[config.mk]
export PLATFORM = sky130hd
export DESIGN_NAME = ddrw_seq
export DESIGN_NICKNAME = d
export VERILOG_FILES = /design/src/rtl/ddrw_pkg.sv /design/src/rtl/ddrw_cmd_pipe.sv /design/src/rtl/ddrw_elem_ctr.sv /design/src/rtl/ddrw_out_stage.sv /design/src/rtl/ddrw_seq.sv
export SDC_FILE = /design/constraint.sdc
export NUM_CORES = 1
export LEC_CHECK = 0
export BUFFER_PORTS_ARGS = -buffer_cell sky130_fd_sc_hd__buf_2
export CAP_MARGIN = 30
export CORE_AREA = 2 2 54 56
export DETAILED_ROUTE_END_ITERATION = 10
export DIE_AREA = 0 0 56 58
export GPL_ROUTABILITY_DRIVEN = 0
export GPL_TIMING_DRIVEN = 1
export PLACE_DENSITY = 0.74
export REMOVE_ABC_BUFFERS = 1
export SLEW_MARGIN = 15
export SYNTH_ARGS = -nofsm -noshare
export SYNTH_HDL_FRONTEND = slang
export SYNTH_SLANG_ARGS = --single-unit
[constraint.sdc]
create_clock -name clk2x -period 4.6 [get_ports clk2x]
set_input_delay 0.69 -clock clk2x [delete_from_list [all_inputs] [get_ports clk2x]]
set_output_delay 0.69 -clock clk2x [all_outputs]
set_load 0.01 [all_outputs]
[src/rtl/ddrw_pkg.sv]
package ddrw_pkg;
    // longest burst the block supports, in data elements
    localparam int MAX_ELEMS = 8;
    localparam int BLC_W     = 2;

    // burst-length code to element count; codes above 2 saturate
    function automatic int unsigned bl_elems(input logic [BLC_W-1:0] code);
        int unsigned n;
        if (code >= 2'd2) n = MAX_ELEMS;
        else              n = 2 << code;
        return n;
    endfunction
endpackage

[src/rtl/ddrw_cmd_pipe.sv]
module ddrw_cmd_pipe #(
    parameter int CNT_W = 4
) (
    input  logic                      clk2x,
    input  logic                      rst_n,
    input  logic                      wr_valid,
    input  logic [ddrw_pkg::BLC_W-1:0] wr_bl,
    output logic                      wr_ready,
    output logic                      accept,
    output logic                      pre,
    output logic                      load,
    output logic [CNT_W-1:0]          load_len
);
    typedef struct packed {
        logic             phase;
        logic             arm1;
        logic             arm2;
        logic [CNT_W-1:0] len1;
        logic [CNT_W-1:0] len2;
    } cmd_st_t;

    cmd_st_t st_d, st_q;
    logic    acc_c;

    always_comb begin
        st_d       = st_q;
        st_d.phase = ~st_q.phase;
        acc_c      = wr_valid & ~st_q.phase;
        st_d.arm1  = acc_c;
        if (acc_c) st_d.len1 = CNT_W'(ddrw_pkg::bl_elems(wr_bl));
        st_d.arm2  = st_q.arm1;
        st_d.len2  = st_q.len1;
    end

    always_ff @(posedge clk2x or negedge rst_n) begin
        if (!rst_n) st_q <= '0;
        else        st_q <= st_d;
    end

    assign wr_ready = ~st_q.phase;
    assign accept   = acc_c;
    assign pre      = st_q.arm1;
    assign load     = st_q.arm2;
    assign load_len = st_q.len2;


    ready_alt_chk: assert property (@(posedge clk2x) disable iff (!rst_n)
        wr_ready |=> !wr_ready);

    ready_back_chk: assert property (@(posedge clk2x) disable iff (!rst_n)
        !wr_ready |=> wr_ready);

    arm_after_accept_chk: assert property (@(posedge clk2x) disable iff (!rst_n)
        accept |=> pre ##1 load);
endmodule

[src/rtl/ddrw_elem_ctr.sv]
module ddrw_elem_ctr #(
    parameter int CNT_W = 4
) (
    input  logic             clk2x,
    input  logic             rst_n,
    input  logic             load,
    input  logic [CNT_W-1:0] load_len,
    output logic             slot_data,
    output logic             slot_hi,
    output logic             slot_post
);
    typedef struct packed {
        logic [CNT_W-1:0] left;
    } ctr_st_t;

    ctr_st_t st_d, st_q;

    always_comb begin
        st_d = st_q;
        if (load)                   st_d.left = load_len;
        else if (st_q.left != '0)   st_d.left = st_q.left - 1'b1;
        else                        st_d.left = '0;
        slot_data = (st_d.left != '0);
        slot_hi   = slot_data & ~st_d.left[0];
        slot_post = (st_q.left == CNT_W'(1)) & ~load;
    end

    always_ff @(posedge clk2x or negedge rst_n) begin
        if (!rst_n) st_q <= '0;
        else        st_q <= st_d;
    end


    post_no_data_chk: assert property (@(posedge clk2x) disable iff (!rst_n)
        slot_post |-> !slot_data);
endmodule

[src/rtl/ddrw_out_stage.sv]
module ddrw_out_stage #(
    parameter int DATA_W = 16,
    parameter int MASK_W = DATA_W / 8
) (
    input  logic              clk2x,
    input  logic              rst_n,
    input  logic              slot_data,
    input  logic              slot_hi,
    input  logic              slot_post,
    input  logic              lead,
    input  logic              pre,
    input  logic              in_valid,
    input  logic [DATA_W-1:0] in_data,
    input  logic [MASK_W-1:0] in_mask,
    output logic              dqs_out,
    output logic              dqs_oe,
    output logic [DATA_W-1:0] dq_out,
    output logic [MASK_W-1:0] dm_out,
    output logic              dq_oe,
    output logic              underflow
);
    typedef struct packed {
        logic              dqs;
        logic              dqs_en;
        logic [DATA_W-1:0] dq;
        logic [MASK_W-1:0] dm;
        logic              dq_en;
        logic              uf;
    } out_st_t;

    out_st_t st_d, st_q;
    logic    en_c;

    always_comb begin
        st_d        = '0;
        en_c        = lead | pre | slot_data | slot_post;
        st_d.dqs_en = en_c;
        st_d.dq_en  = en_c;
        st_d.dqs    = slot_hi;
        if (slot_data) begin
            if (in_valid) begin
                st_d.dq = in_data;
                st_d.dm = in_mask;
            end else begin
                st_d.dm = '1;
                st_d.uf = 1'b1;
            end
        end
    end

    always_ff @(posedge clk2x or negedge rst_n) begin
        if (!rst_n) st_q <= '0;
        else        st_q <= st_d;
    end

    assign dqs_out   = st_q.dqs;
    assign dqs_oe    = st_q.dqs_en;
    assign dq_out    = st_q.dq;
    assign dm_out    = st_q.dm;
    assign dq_oe     = st_q.dq_en;
    assign underflow = st_q.uf;


    underflow_mask_chk: assert property (@(posedge clk2x) disable iff (!rst_n)
        underflow |-> (dm_out == '1) && (dq_out == '0));
endmodule

[src/rtl/ddrw_seq.sv]
module ddrw_seq #(
    parameter int DATA_W = 16
) (
    input  logic                  clk2x,
    input  logic                  rst_n,
    input  logic                  wr_valid,
    input  logic [1:0]            wr_bl,
    output logic                  wr_ready,
    input  logic                  in_valid,
    input  logic [DATA_W-1:0]     in_data,
    input  logic [DATA_W/8-1:0]   in_mask,
    output logic                  in_ready,
    output logic                  dqs_out,
    output logic                  dqs_oe,
    output logic [DATA_W-1:0]     dq_out,
    output logic [DATA_W/8-1:0]   dm_out,
    output logic                  dq_oe,
    output logic                  underflow
);
    localparam int MASK_W = DATA_W / 8;
    localparam int CNT_W  = $clog2(ddrw_pkg::MAX_ELEMS + 1);

    logic             accept, pre, load;
    logic [CNT_W-1:0] load_len;
    logic             slot_data, slot_hi, slot_post;

    ddrw_cmd_pipe #(.CNT_W(CNT_W)) u_cmd (
        .clk2x    (clk2x),
        .rst_n    (rst_n),
        .wr_valid (wr_valid),
        .wr_bl    (wr_bl),
        .wr_ready (wr_ready),
        .accept   (accept),
        .pre      (pre),
        .load     (load),
        .load_len (load_len)
    );

    ddrw_elem_ctr #(.CNT_W(CNT_W)) u_ctr (
        .clk2x     (clk2x),
        .rst_n     (rst_n),
        .load      (load),
        .load_len  (load_len),
        .slot_data (slot_data),
        .slot_hi   (slot_hi),
        .slot_post (slot_post)
    );

    ddrw_out_stage #(.DATA_W(DATA_W), .MASK_W(MASK_W)) u_out (
        .clk2x     (clk2x),
        .rst_n     (rst_n),
        .slot_data (slot_data),
        .slot_hi   (slot_hi),
        .slot_post (slot_post),
        .lead      (accept),
        .pre       (pre),
        .in_valid  (in_valid),
        .in_data   (in_data),
        .in_mask   (in_mask),
        .dqs_out   (dqs_out),
        .dqs_oe    (dqs_oe),
        .dq_out    (dq_out),
        .dm_out    (dm_out),
        .dq_oe     (dq_oe),
        .underflow (underflow)
    );

    assign in_ready = slot_data;


    strobe_enabled_chk: assert property (@(posedge clk2x) disable iff (!rst_n)
        dqs_out |-> dqs_oe);

    preamble_low_chk: assert property (@(posedge clk2x) disable iff (!rst_n)
        $rose(dqs_oe) |-> !dqs_out ##1 (!dqs_out && dqs_oe));

    strobe_fall_chk: assert property (@(posedge clk2x) disable iff (!rst_n)
        dqs_out |=> dqs_oe && !dqs_out);

    idle_quiet_chk: assert property (@(posedge clk2x) disable iff (!rst_n)
        !dq_oe |-> (dq_out == '0) && (dm_out == '0) && !dqs_out && !underflow);

    taken_enabled_chk: assert property (@(posedge clk2x) disable iff (!rst_n)
        in_ready |=> dq_oe);
endmodule

==> reports/qor.yml <==
outcome: "complete, no violations"
wl_per_cell_microns: 11.5
dr.pass1.iters: 4
worst_pin_slew_ns: 0.718
syn_area_sq_um: 1250
grt_use_total_pct: 16.2
crit_path_end: "in_ready"
r2r_cells: 5
yosys-top-cells-count: "dfrtp_1, nand2_1, nor2_1"
post-route-period-util_pct: 59.5
grt_max_degree: 35
drtAntennaViolNets: 0
ys_async_sr_fraction_pct: 100
pwr-share-seq_pct: 52.1
critPathKind: "register to primary output"
critPathArrivalTime_ns: 2.05
clock-sinks: 34
antenna_found_initial: 0
syn_inst: 115
coreArea_sq_um: 2660
n_antenna_cell: 0
synth_largest_area_cell: "dfrtp_1"
rows: 19
clk_pin_slew_ns: 0.09
p_comb_share_pct: 25.4
crit_start: "u_ctr.st_q[0]"
rrSetupSlack_ns: 2.88
ios: 48
clockBufferDepth: 2
p_leak_uw: 0.000858
crit_fanout: 20
avgSynthCellArea_sq_um: 10.8
p_int_uw: 482
switchingPower_uw: 211
hold_class: "register to register"
fin_skew_ns: 0.00534
first_global_vias: 896
cts_buffers: 5
finish.instance_area_sq_um: 1530
hpwl_microns: 1620
cts_hold_buf: 0
synth_most_common_cell: "dfrtp_1"
grt_overflow: 0
yosysSeqAreaShare_pct: 68.3
ir_drop_v: 0.000281
finalSetupTns_ns: 0
post-cts-setup-buffers: 0
ys_warn_count: 0
port_buffers: 47
max_cap_violations: 0
required_ns: 3.91
dieArea_sq_um: 3250
rsz0062_at_grt: "false"
switching_share_pct: 30.5
vias_per_cell: 4.68
period_needed_ns: 2.74
final_hold_viol_count: 0
slowest_stage: "dfrtp_1"
drv_slew: 0
synth_seq_cells: 34
tritoncts: "built"
drive_above_1_share_pct: 35.6
place_area_sq_um: 1480
relSlewSlack_pct: 52.1
synth_edf_count: 0
fmaxAchievable_mhz: 365
ctsResizeCount: 0
die_h_microns: 58
start_util_pct: 46.8
crit_path_cell_trace: "or2_4 > or3_1 > a221oi_2 > buf_4 > inv_1 > buf_2"
yosys.area.top_type_share_pct: 68.3
end_kind: "primary output"
via_count: 908
die_w_microns: 56
power.density_nw_per_um2: 455
wl_microns: 2230
nNetsFinal: 188
drt_iter0_drc: 7
cts_root_buffer: "clkbuf_4"
r2r-end: "u_out.dq_out[4]"
drc: 0
n_fill_cell: 244
synth_cell_types: 20
setup_viol: 0
rr_startpoint: "u_ctr.st_q[0]"
grt_pass1_wl_microns: 3910
insertion_delay_ns: 0.32
max_stage_delay_ns: 0.41
startpoint_type: "register"
syn_to_final_growth_pct: 22.5
pwr-share-clk_pct: 22.6
cts.htree.levels: 2
synth.area.top_cells: "dfrtp_1, nand2_1, nor2_1"
synthFlopType: "dfrtp_1"
==> worst max-delay path: cells and delay by family (launching register included) <==
family	cells	cell delay (ns)
simple gates	2	0.61
compound gates	1	0.25
buf+inv	3	0.45
flops	1	0.41
==> through the flow <==
stage	setup WS (ns)	total power (uW)	hold WS [ns]	util [%]	cells
final	1.86	694	0.377	57.3	194
after global placement	2.25	539	0.358	55.4	188
after global routing	1.70	741	0.384	57.3	194
after floorplan	1.98	465	0.354	-	109
after CTS	1.83	708	0.381	57.3	194
after detailed placement	2.21	548	0.360	55.4	188
==> registers in the layout (all words and copies together), names as in the netlist <==
signal,count
u_cmd.st_d,3
u_out.underflow,1
u_cmd.st_q,1
u_cmd.load,1
u_out.dm_out,2
u_out.dqs_out,1
u_out.dq_out,16
u_cmd.pre,1
u_cmd.load_len,3
u_ctr.st_q,4
u_out.dqs_oe,1
==> cell families (layout without fill, tap and decap cells) <==
logic type | after synthesis | count (layout) | synth area share (%)
and+or+nand+nor | 56 | 56 | 19.5
DFF | 34 | 34 | 68.3
buffers and inverters | 12 | 60 | 6.02
AOI/OAI and AO/OA | 13 | 13 | 6.22
==> power by group through the flow <==
stage / logic [uW] / registers [uW] / clock network, uW
2_1_floorplan: 80.2 / 385 / 0
3_3_place_gp: 173 / 366 / 0
3_5_place_dp: 180 / 368 / 0
4_1_cts: 180 / 362 / 165
5_1_grt: 199 / 367 / 175
6_report: 176 / 361 / 157
==> how the worst min path moves through the flow <==
stage | startpoint | depth (start not counted) | endpoint
floorplan | u_cmd.st_d[1] | 0 | u_cmd.load_len[1]
global placement | u_cmd.st_d[3] | 0 | u_cmd.load_len[3]
detailed placement | u_cmd.st_d[2] | 0 | u_cmd.load_len[2]
CTS | u_cmd.st_d[2] | 0 | u_cmd.load_len[2]
global route | u_cmd.st_d[2] | 0 | u_cmd.load_len[2]
finish | u_cmd.st_d[2] | 0 | u_cmd.load_len[2]
==> final cells by class <==
type	instances	area [sq um]	share of cell area (%)
sequential	34	851	55.7
multi-input combinational	69	320	21.0
timing repair buffer	48	243	15.9
clock buffer	6	51.3	3.36
tap	31	38.8	2.54
inverter	6	22.5	1.48
==> per-layer routing <==
layer / part of all wire, % / vias to the layer above / global-route usage (%) / routed length (microns)
li1: - / 459 / - / -
met1: 42 / 421 / 19.0 / 938
met2: 50 / 23 / 25.7 / 1120
met3: 5.5 / 5 / 6.92 / 123
met4: 2.4 / 0 / 8.50 / 53
met5: 0 / - / 0 / 0
==> layout by cell type, fill, tap and decap left out, drive strengths merged, types with 3 or more instances in the layout <==
| master | Yosys | final |
|---|---|---|
| buf | 5 | 48 |
| dfrtp | 34 | 34 |
| nand2 | 26 | 26 |
| nor2 | 19 | 19 |
| a21oi | 6 | 6 |
| inv | 6 | 6 |
| clkbuf | 1 | 6 |
| o21ai | 5 | 5 |
| nor3 | 3 | 3 |
Note: power is estimated with default switching activity, not from simulation.
